## src/rtl/abx_pkg.sv

```systemverilog
package abx_pkg;
   // Output stage variant of the gate driver
   typedef enum logic {
      GATE_REG  = 1'b0,   // gate driven from a flop (glitch-free)
      GATE_COMB = 1'b1    // gate decoded directly from the count
   } gate_mode_e;
endpackage

```

## src/rtl/abx_line_timer.sv

```systemverilog
module abx_line_timer #(
   parameter int CNT_W = 12
) (
   input  logic             clk,
   input  logic             rst_n,
   input  logic             restart,
   output logic [CNT_W-1:0] cnt_q,
   output logic [CNT_W-1:0] cnt_d
);
   localparam logic [CNT_W-1:0] CNT_MAX = '1;

   initial assert (CNT_W >= 2) else $error("abx_line_timer: CNT_W too small");

   always_comb begin
      if (restart)
         cnt_d = '0;
      else if (cnt_q == CNT_MAX)
         cnt_d = cnt_q;
      else
         cnt_d = cnt_q + 1'b1;
   end

   always_ff @(posedge clk or negedge rst_n) begin
      if (!rst_n) cnt_q <= '0;
      else        cnt_q <= cnt_d;
   end

   assert_restart_zero_R1: assert property (@(posedge clk) disable iff (!rst_n)
      restart |=> cnt_q == '0);

   assert_count_step_R2: assert property (@(posedge clk) disable iff (!rst_n)
      (!restart && cnt_q != CNT_MAX) |=> cnt_q == $past(cnt_q) + 1'b1);

   assert_count_hold_R9: assert property (@(posedge clk) disable iff (!rst_n)
      (!restart && cnt_q == CNT_MAX) |=> cnt_q == CNT_MAX);
endmodule

```

## src/rtl/abx_shadow.sv

```systemverilog
module abx_shadow #(
   parameter int CNT_W = 12
) (
   input  logic             clk,
   input  logic             rst_n,
   input  logic             load,
   input  logic [CNT_W-1:0] line_i,
   input  logic [CNT_W-1:0] expo_i,
   output logic [CNT_W-1:0] line_q,
   output logic [CNT_W-1:0] expo_q,
   output logic [CNT_W-1:0] line_d,
   output logic [CNT_W-1:0] expo_d
);
   assign line_d = load ? line_i : line_q;
   assign expo_d = load ? expo_i : expo_q;

   always_ff @(posedge clk or negedge rst_n) begin
      if (!rst_n) begin
         line_q <= '0;
         expo_q <= '0;
      end else begin
         line_q <= line_d;
         expo_q <= expo_d;
      end
   end

   assert_hold_between_R6: assert property (@(posedge clk) disable iff (!rst_n)
      !load |=> ($stable(line_q) && $stable(expo_q)));

   assert_capture_at_strobe_R10: assert property (@(posedge clk) disable iff (!rst_n)
      load |=> (line_q == $past(line_i) && expo_q == $past(expo_i)));
endmodule

```

## src/rtl/abx_window.sv

```systemverilog
module abx_window #(
   parameter int CNT_W     = 12,
   parameter int GUARD_CYC = 1,
   parameter int DRAIN_MIN = 150
) (
   input  logic [CNT_W-1:0] cnt_i,
   input  logic [CNT_W-1:0] line_i,
   input  logic [CNT_W-1:0] expo_i,
   output logic             drain_en_o,
   output logic             gate_o
);
   localparam int            W2      = CNT_W + 2;
   localparam logic [W2-1:0] GUARD_W = W2'(GUARD_CYC);
   localparam logic [W2-1:0] MIN_W   = W2'(DRAIN_MIN);

   logic [W2-1:0] c_w, l_w, e_w, need_w, rel_w;

   assign c_w    = W2'(cnt_i);
   assign l_w    = W2'(line_i);
   assign e_w    = W2'(expo_i);
   assign need_w = e_w + GUARD_W + MIN_W;
   assign rel_w  = l_w - e_w;

   assign drain_en_o = need_w < l_w;
   assign gate_o     = drain_en_o && (c_w >= GUARD_W) && (c_w < rel_w);
endmodule

```

## src/rtl/abx_exposure_ctrl.sv

```systemverilog
module abx_exposure_ctrl #(
   parameter int                 CNT_W     = 12,
   parameter int                 GUARD_CYC = 1,
   parameter int                 DRAIN_MIN = 150,
   parameter abx_pkg::gate_mode_e GATE_MODE = abx_pkg::GATE_REG
) (
   input  logic             clk,
   input  logic             rst_n,
   input  logic             xfer_i,
   input  logic [CNT_W-1:0] line_len_i,
   input  logic [CNT_W-1:0] expo_len_i,
   output logic             ab_gate_o
);
   localparam logic [CNT_W-1:0] GUARD_C = CNT_W'(GUARD_CYC);
   localparam logic [CNT_W-1:0] MIN_C   = CNT_W'(DRAIN_MIN);
   localparam logic [CNT_W-1:0] RUN_MAX = '1;
   localparam bit               USE_REG = (GATE_MODE == abx_pkg::GATE_REG);

   initial assert (GUARD_CYC >= 1) else $error("abx_exposure_ctrl: GUARD_CYC must be >= 1");
   initial assert (DRAIN_MIN >= 1) else $error("abx_exposure_ctrl: DRAIN_MIN must be >= 1");
   initial assert (GUARD_CYC + DRAIN_MIN < (1 << CNT_W))
      else $error("abx_exposure_ctrl: guard plus drain does not fit CNT_W");

   logic [CNT_W-1:0] cnt_q, cnt_d;
   logic [CNT_W-1:0] line_q, expo_q, line_d, expo_d;
   logic [CNT_W-1:0] cnt_sel, line_sel, expo_sel;
   logic             win_gate, win_en;

   abx_line_timer #(.CNT_W(CNT_W)) u_timer (
      .clk     (clk),
      .rst_n   (rst_n),
      .restart (xfer_i),
      .cnt_q   (cnt_q),
      .cnt_d   (cnt_d)
   );

   abx_shadow #(.CNT_W(CNT_W)) u_shadow (
      .clk    (clk),
      .rst_n  (rst_n),
      .load   (xfer_i),
      .line_i (line_len_i),
      .expo_i (expo_len_i),
      .line_q (line_q),
      .expo_q (expo_q),
      .line_d (line_d),
      .expo_d (expo_d)
   );

   // A registered gate decodes next-state values so both variants agree cycle for cycle
   assign cnt_sel  = USE_REG ? cnt_d  : cnt_q;
   assign line_sel = USE_REG ? line_d : line_q;
   assign expo_sel = USE_REG ? expo_d : expo_q;

   abx_window #(
      .CNT_W     (CNT_W),
      .GUARD_CYC (GUARD_CYC),
      .DRAIN_MIN (DRAIN_MIN)
   ) u_window (
      .cnt_i      (cnt_sel),
      .line_i     (line_sel),
      .expo_i     (expo_sel),
      .drain_en_o (win_en),
      .gate_o     (win_gate)
   );

   generate
      if (USE_REG) begin : g_reg
         logic gate_q;
         always_ff @(posedge clk or negedge rst_n) begin
            if (!rst_n) gate_q <= 1'b0;
            else        gate_q <= win_gate;
         end
         assign ab_gate_o = gate_q;
      end else begin : g_comb
         assign ab_gate_o = win_gate;
      end
   endgenerate

   // Length of the current high run of the gate, for the pulse-width check
   logic [CNT_W-1:0] hi_run;
   always_ff @(posedge clk or negedge rst_n) begin
      if (!rst_n)              hi_run <= '0;
      else if (!ab_gate_o)     hi_run <= '0;
      else if (hi_run != RUN_MAX) hi_run <= hi_run + 1'b1;
   end

   assert_low_after_strobe_R1: assert property (@(posedge clk) disable iff (!rst_n)
      xfer_i |=> !ab_gate_o);

   assert_rise_at_guard_R2: assert property (@(posedge clk) disable iff (!rst_n)
      $rose(ab_gate_o) |-> cnt_q == GUARD_C);

   assert_no_drain_when_off_R4: assert property (@(posedge clk) disable iff (!rst_n)
      (line_q <= expo_q) |-> !ab_gate_o);

   assert_min_pulse_R5: assert property (@(posedge clk) disable iff (!rst_n)
      ($fell(ab_gate_o) && !$past(xfer_i)) |-> hi_run > MIN_C);

   assert_gate_en_consistent_R4: assert property (@(posedge clk) disable iff (!rst_n)
      (USE_REG && ab_gate_o) |-> $past(win_en));
endmodule

```

## config.mk

```make
export PLATFORM = sky130hd
export DESIGN_NAME = abx_exposure_ctrl
export DESIGN_NICKNAME = d
export VERILOG_FILES = /design/src/rtl/abx_pkg.sv /design/src/rtl/abx_line_timer.sv /design/src/rtl/abx_shadow.sv /design/src/rtl/abx_window.sv /design/src/rtl/abx_exposure_ctrl.sv
export SDC_FILE = /design/constraint.sdc
export NUM_CORES = 1
export LEC_CHECK = 0
export ABC_AREA = 1
export BUFFER_PORTS_ARGS = -buffer_cell sky130_fd_sc_hd__buf_2
export CORE_MARGIN = 2
export CORE_UTILIZATION = 50
export CTS_CLUSTER_DIAMETER = 40
export CTS_CLUSTER_SIZE = 8
export DETAILED_ROUTE_END_ITERATION = 12
export HOLD_SLACK_MARGIN = 0.08
export PLACE_DENSITY = 0.8
export SETUP_SLACK_MARGIN = 0.2
export SKIP_CTS_REPAIR_TIMING = 1
export SLEW_MARGIN = 5
export SYNTH_ARGS = -nofsm -noshare
export SYNTH_HDL_FRONTEND = slang
export SYNTH_SLANG_ARGS = --single-unit
```

## constraint.sdc

```tcl
create_clock -name clk -period 3.8 [get_ports clk]
set_clock_uncertainty 0.1 [all_clocks]
set_input_delay 0.76 -clock clk [delete_from_list [all_inputs] [get_ports clk]]
set_output_delay 0.76 -clock clk [all_outputs]
set_load 0.005 [all_outputs]
```

==> flow_summary.ini <==
[worst_setup_path]
criticalPathCategory = input port to flop
r2r_slack_ns = 0.75
cp-end-kind = flop
reg2reg_from = u_shadow.expo_q[1]$_DFF_PN0_
arrival_ns = 3.53
cp-endpoint = ab_gate_o$_DFF_PN0_
start_kind = input port
critPathLaunch = xfer_i
ff2ff_path_depth = 22
crit_fanout = 16
crit-reg2reg-capture = ab_gate_o$_DFF_PN0_
crit_required_ns = 3.93

[cells_and_area]
drive_above_1_share_pct = 22.1
layout_common_cells = nand2_1 (136), inv_1 (72), dfrtp_1 (37), nor2_1 (33)
final_common_cell = nand2_1
design_area_mm2 = 0.00404
fillCellCount = 558
fin_nets = 600
multiInputGateArea_mm2 = 0.00231
diodes = 0
area_growth_pct = 17.9
seqCellArea_um2 = 926

[power]
power_density_mw_per_mm2 = 333
max-vdd-ir-drop_uv = 211
power_leakage_nw = 2.20
total_power_mw = 1.35

[clocking]
h-tree-depth = 2
cts_tree = done
numCtsBuffers = 5
clockBufferDepth = 2
path_clk_slew_ns = 0.08
cts_sinks = 37
clk_latency_ns = 0.29
clk_root_buffer_cell = clkbuf_8

[floorplan]
core_region_area_mm2 = 0.00672
io_pins = 28
rows = 30
dieArea_mm2 = 0.00752
die_y_um = 86.7
die_width_um = 86.7
initial_core_util_pct = 50.9

[logic_synthesis]
synth_top_family_by_area = simple AND/OR/NAND/NOR gates
synth_xor_xnor_area_share_pct = 5.08
synth_edf_count = 0
syn_area_mm2 = 0.00342
ys_async_sr_fraction_pct = 100
synth_compound_area_share_pct = 8.41
syn_inst = 493
yosys.area_share.simple_pct = 34.7
yosysWarnings = 0
ys_seq_area_share_pct = 27.1
synth_fp_nets = 560
synth_mux_area_share_pct = 0
synth_ff_type = dfrtp_1
synth.avg_cell_area_um2 = 6.94
synth_cell_types = 33
synth_adder_area_share_pct = 14.8
ys_seq_elements = 37

[timing]
worst-slew-pin-transition_ns = 0.856
maxSlewViolCount = 0
fmax_mhz = 294
setup_viol = 0
setup_ws_ns = 0.396
min_period_ns = 3.40
rsz0062_at_grt = false
slew_headroom_pct = 42.9
timing.hold.ws_ns = 0.404
fin_crit_sh_pct = 89.6
hold_violations = 0
setup-tns-final_ns = 0

[detailed_routing]
avgRoutedWirePerCell_um = 13.3
drc = 0
num_vias = 3233
viasPerCell = 5.27
ant_nets = 0
drtPass1Iterations = 5
drt-total-wl_um = 8190
drt_iter0_markers = 95

[global_routing]
grt_max_degree = 38
grt_pass1_vias = 3224
track_usage_pct = 22.2
grt_pass1_wl_um = 13400
antenna_found_initial = 0
grt-ovfl-total = 0

[placed_design]
dp_slack_ns = -0.0661
hpwl_um = 6050
placed_area_mm2 = 0.00377
globalplace.congestion = 0.917
portBuffers = 27

[run_status]
outcome = finished, final reports clean

[run]
drv_cap = 0

[min_path]
hp-class = flop to flop
## layout make-up
type                       count  area share [%]
tap                           80            2.48
multi-input combinational    372            57.3
clock buffer                   7            2.14
inverter                      77            7.29
timing repair buffer          40            7.10
sequential                    37            22.9
clock inverter                 1           0.744
## sequential cells by signal, summed over array words and instances, names as in the netlist
| name | count |
|---|---|
| u_timer.cnt_q | 12 |
| u_shadow.line_q | 12 |
| ab_gate_o | 1 |
| u_shadow.expo_q | 12 |
## synthesized netlist by cell type (4+ instances only)
cell type | n | area [um2]
a21oi_1 | 18 | 90.1
dfrtp_1 | 37 | 926
ha_1 | 39 | 488
inv_1 | 74 | 278
nand2_1 | 139 | 522
nand2_2 | 15 | 93.8
nand3_1 | 31 | 155
nand3_2 | 5 | 50.1
nand3b_1 | 4 | 30.0
nand4_1 | 12 | 75.1
nor2_1 | 33 | 124
nor3_1 | 5 | 25.0
o21ai_0 | 19 | 95.1
or2_2 | 14 | 87.6
xnor2_1 | 7 | 61.3
xor2_1 | 11 | 96.3
## kinds of logic (layout without fill, tap and decap cells)
logic type | after synthesis | count (layout)
XOR/XNOR | 19 | 19
AND/OR/NAND/NOR | 262 | 262
buffers and inverters | 84 | 125
AO/OA/AOI/OAI | 51 | 51
flip-flops | 37 | 37
adder cells (fa/ha/maj) | 40 | 40
## where the power goes
group          switching (mW)  internal [mW]  total (mW)
combinational           0.325          0.226       0.551
clock                   0.146          0.214       0.360
sequential             0.0129          0.421       0.434
total                   0.484          0.861        1.35
## worst min path at each step
stage	start	end	cells after the start
final	u_shadow.expo_q[9]$_DFF_PN0_	u_shadow.expo_q[9]$_DFF_PN0_	2
after global routing	u_shadow.expo_q[9]$_DFF_PN0_	u_shadow.expo_q[9]$_DFF_PN0_	2
after CTS	u_shadow.expo_q[9]$_DFF_PN0_	u_shadow.expo_q[9]$_DFF_PN0_	2
after detailed placement	u_shadow.expo_q[9]$_DFF_PN0_	u_shadow.expo_q[9]$_DFF_PN0_	2
after global placement	u_shadow.expo_q[9]$_DFF_PN0_	u_shadow.expo_q[9]$_DFF_PN0_	2
after floorplan	rst_n	ab_gate_o$_DFF_PN0_	0
## per-stage QoR
stage / std cells / utilization [%]
after CTS: 610 / 57.8
final: 614 / 60.1
after floorplan: 493 / -
after detailed placement: 602 / 56.1
after global routing: 614 / 60.1
after global placement: 602 / 56.1
## worst max-delay path, stage by stage
cell	delay, ns
buf_6	0.12
inv_6	0.11
nand2_1	0.07
nand2_2	0.07
ha_2	0.20
inv_1	0.04
nand3_1	0.07
nand2_1	0.07
ha_1	0.20
nand3b_1	0.19
nand2_2	0.11
nand3_2	0.09
nand2_2	0.08
nand2_1	0.06
xor2_1	0.14
ha_1	0.32
nand2_1	0.09
inv_1	0.05
nor3_2	0.16
nand2_1	0.08
nand2_1	0.06
nand2_1	0.04
nor2_1	0.09
nand4_1	0.12
nor2_1	0.10
## metal layers
| metal | vias up | global-route usage [%] | part of all wire [%] |
|---|---|---|---|
| met5 | - | 0 | 0 |
| met1 | 1488 | 26.1 | 43 |
| met4 | 0 | 6.68 | 1.5 |
| met3 | 15 | 3.33 | 3.6 |
| li1 | 1653 | - | - |
| met2 | 77 | 41.2 | 52 |
No activity file was read; power rests on OpenSTA's default activity.
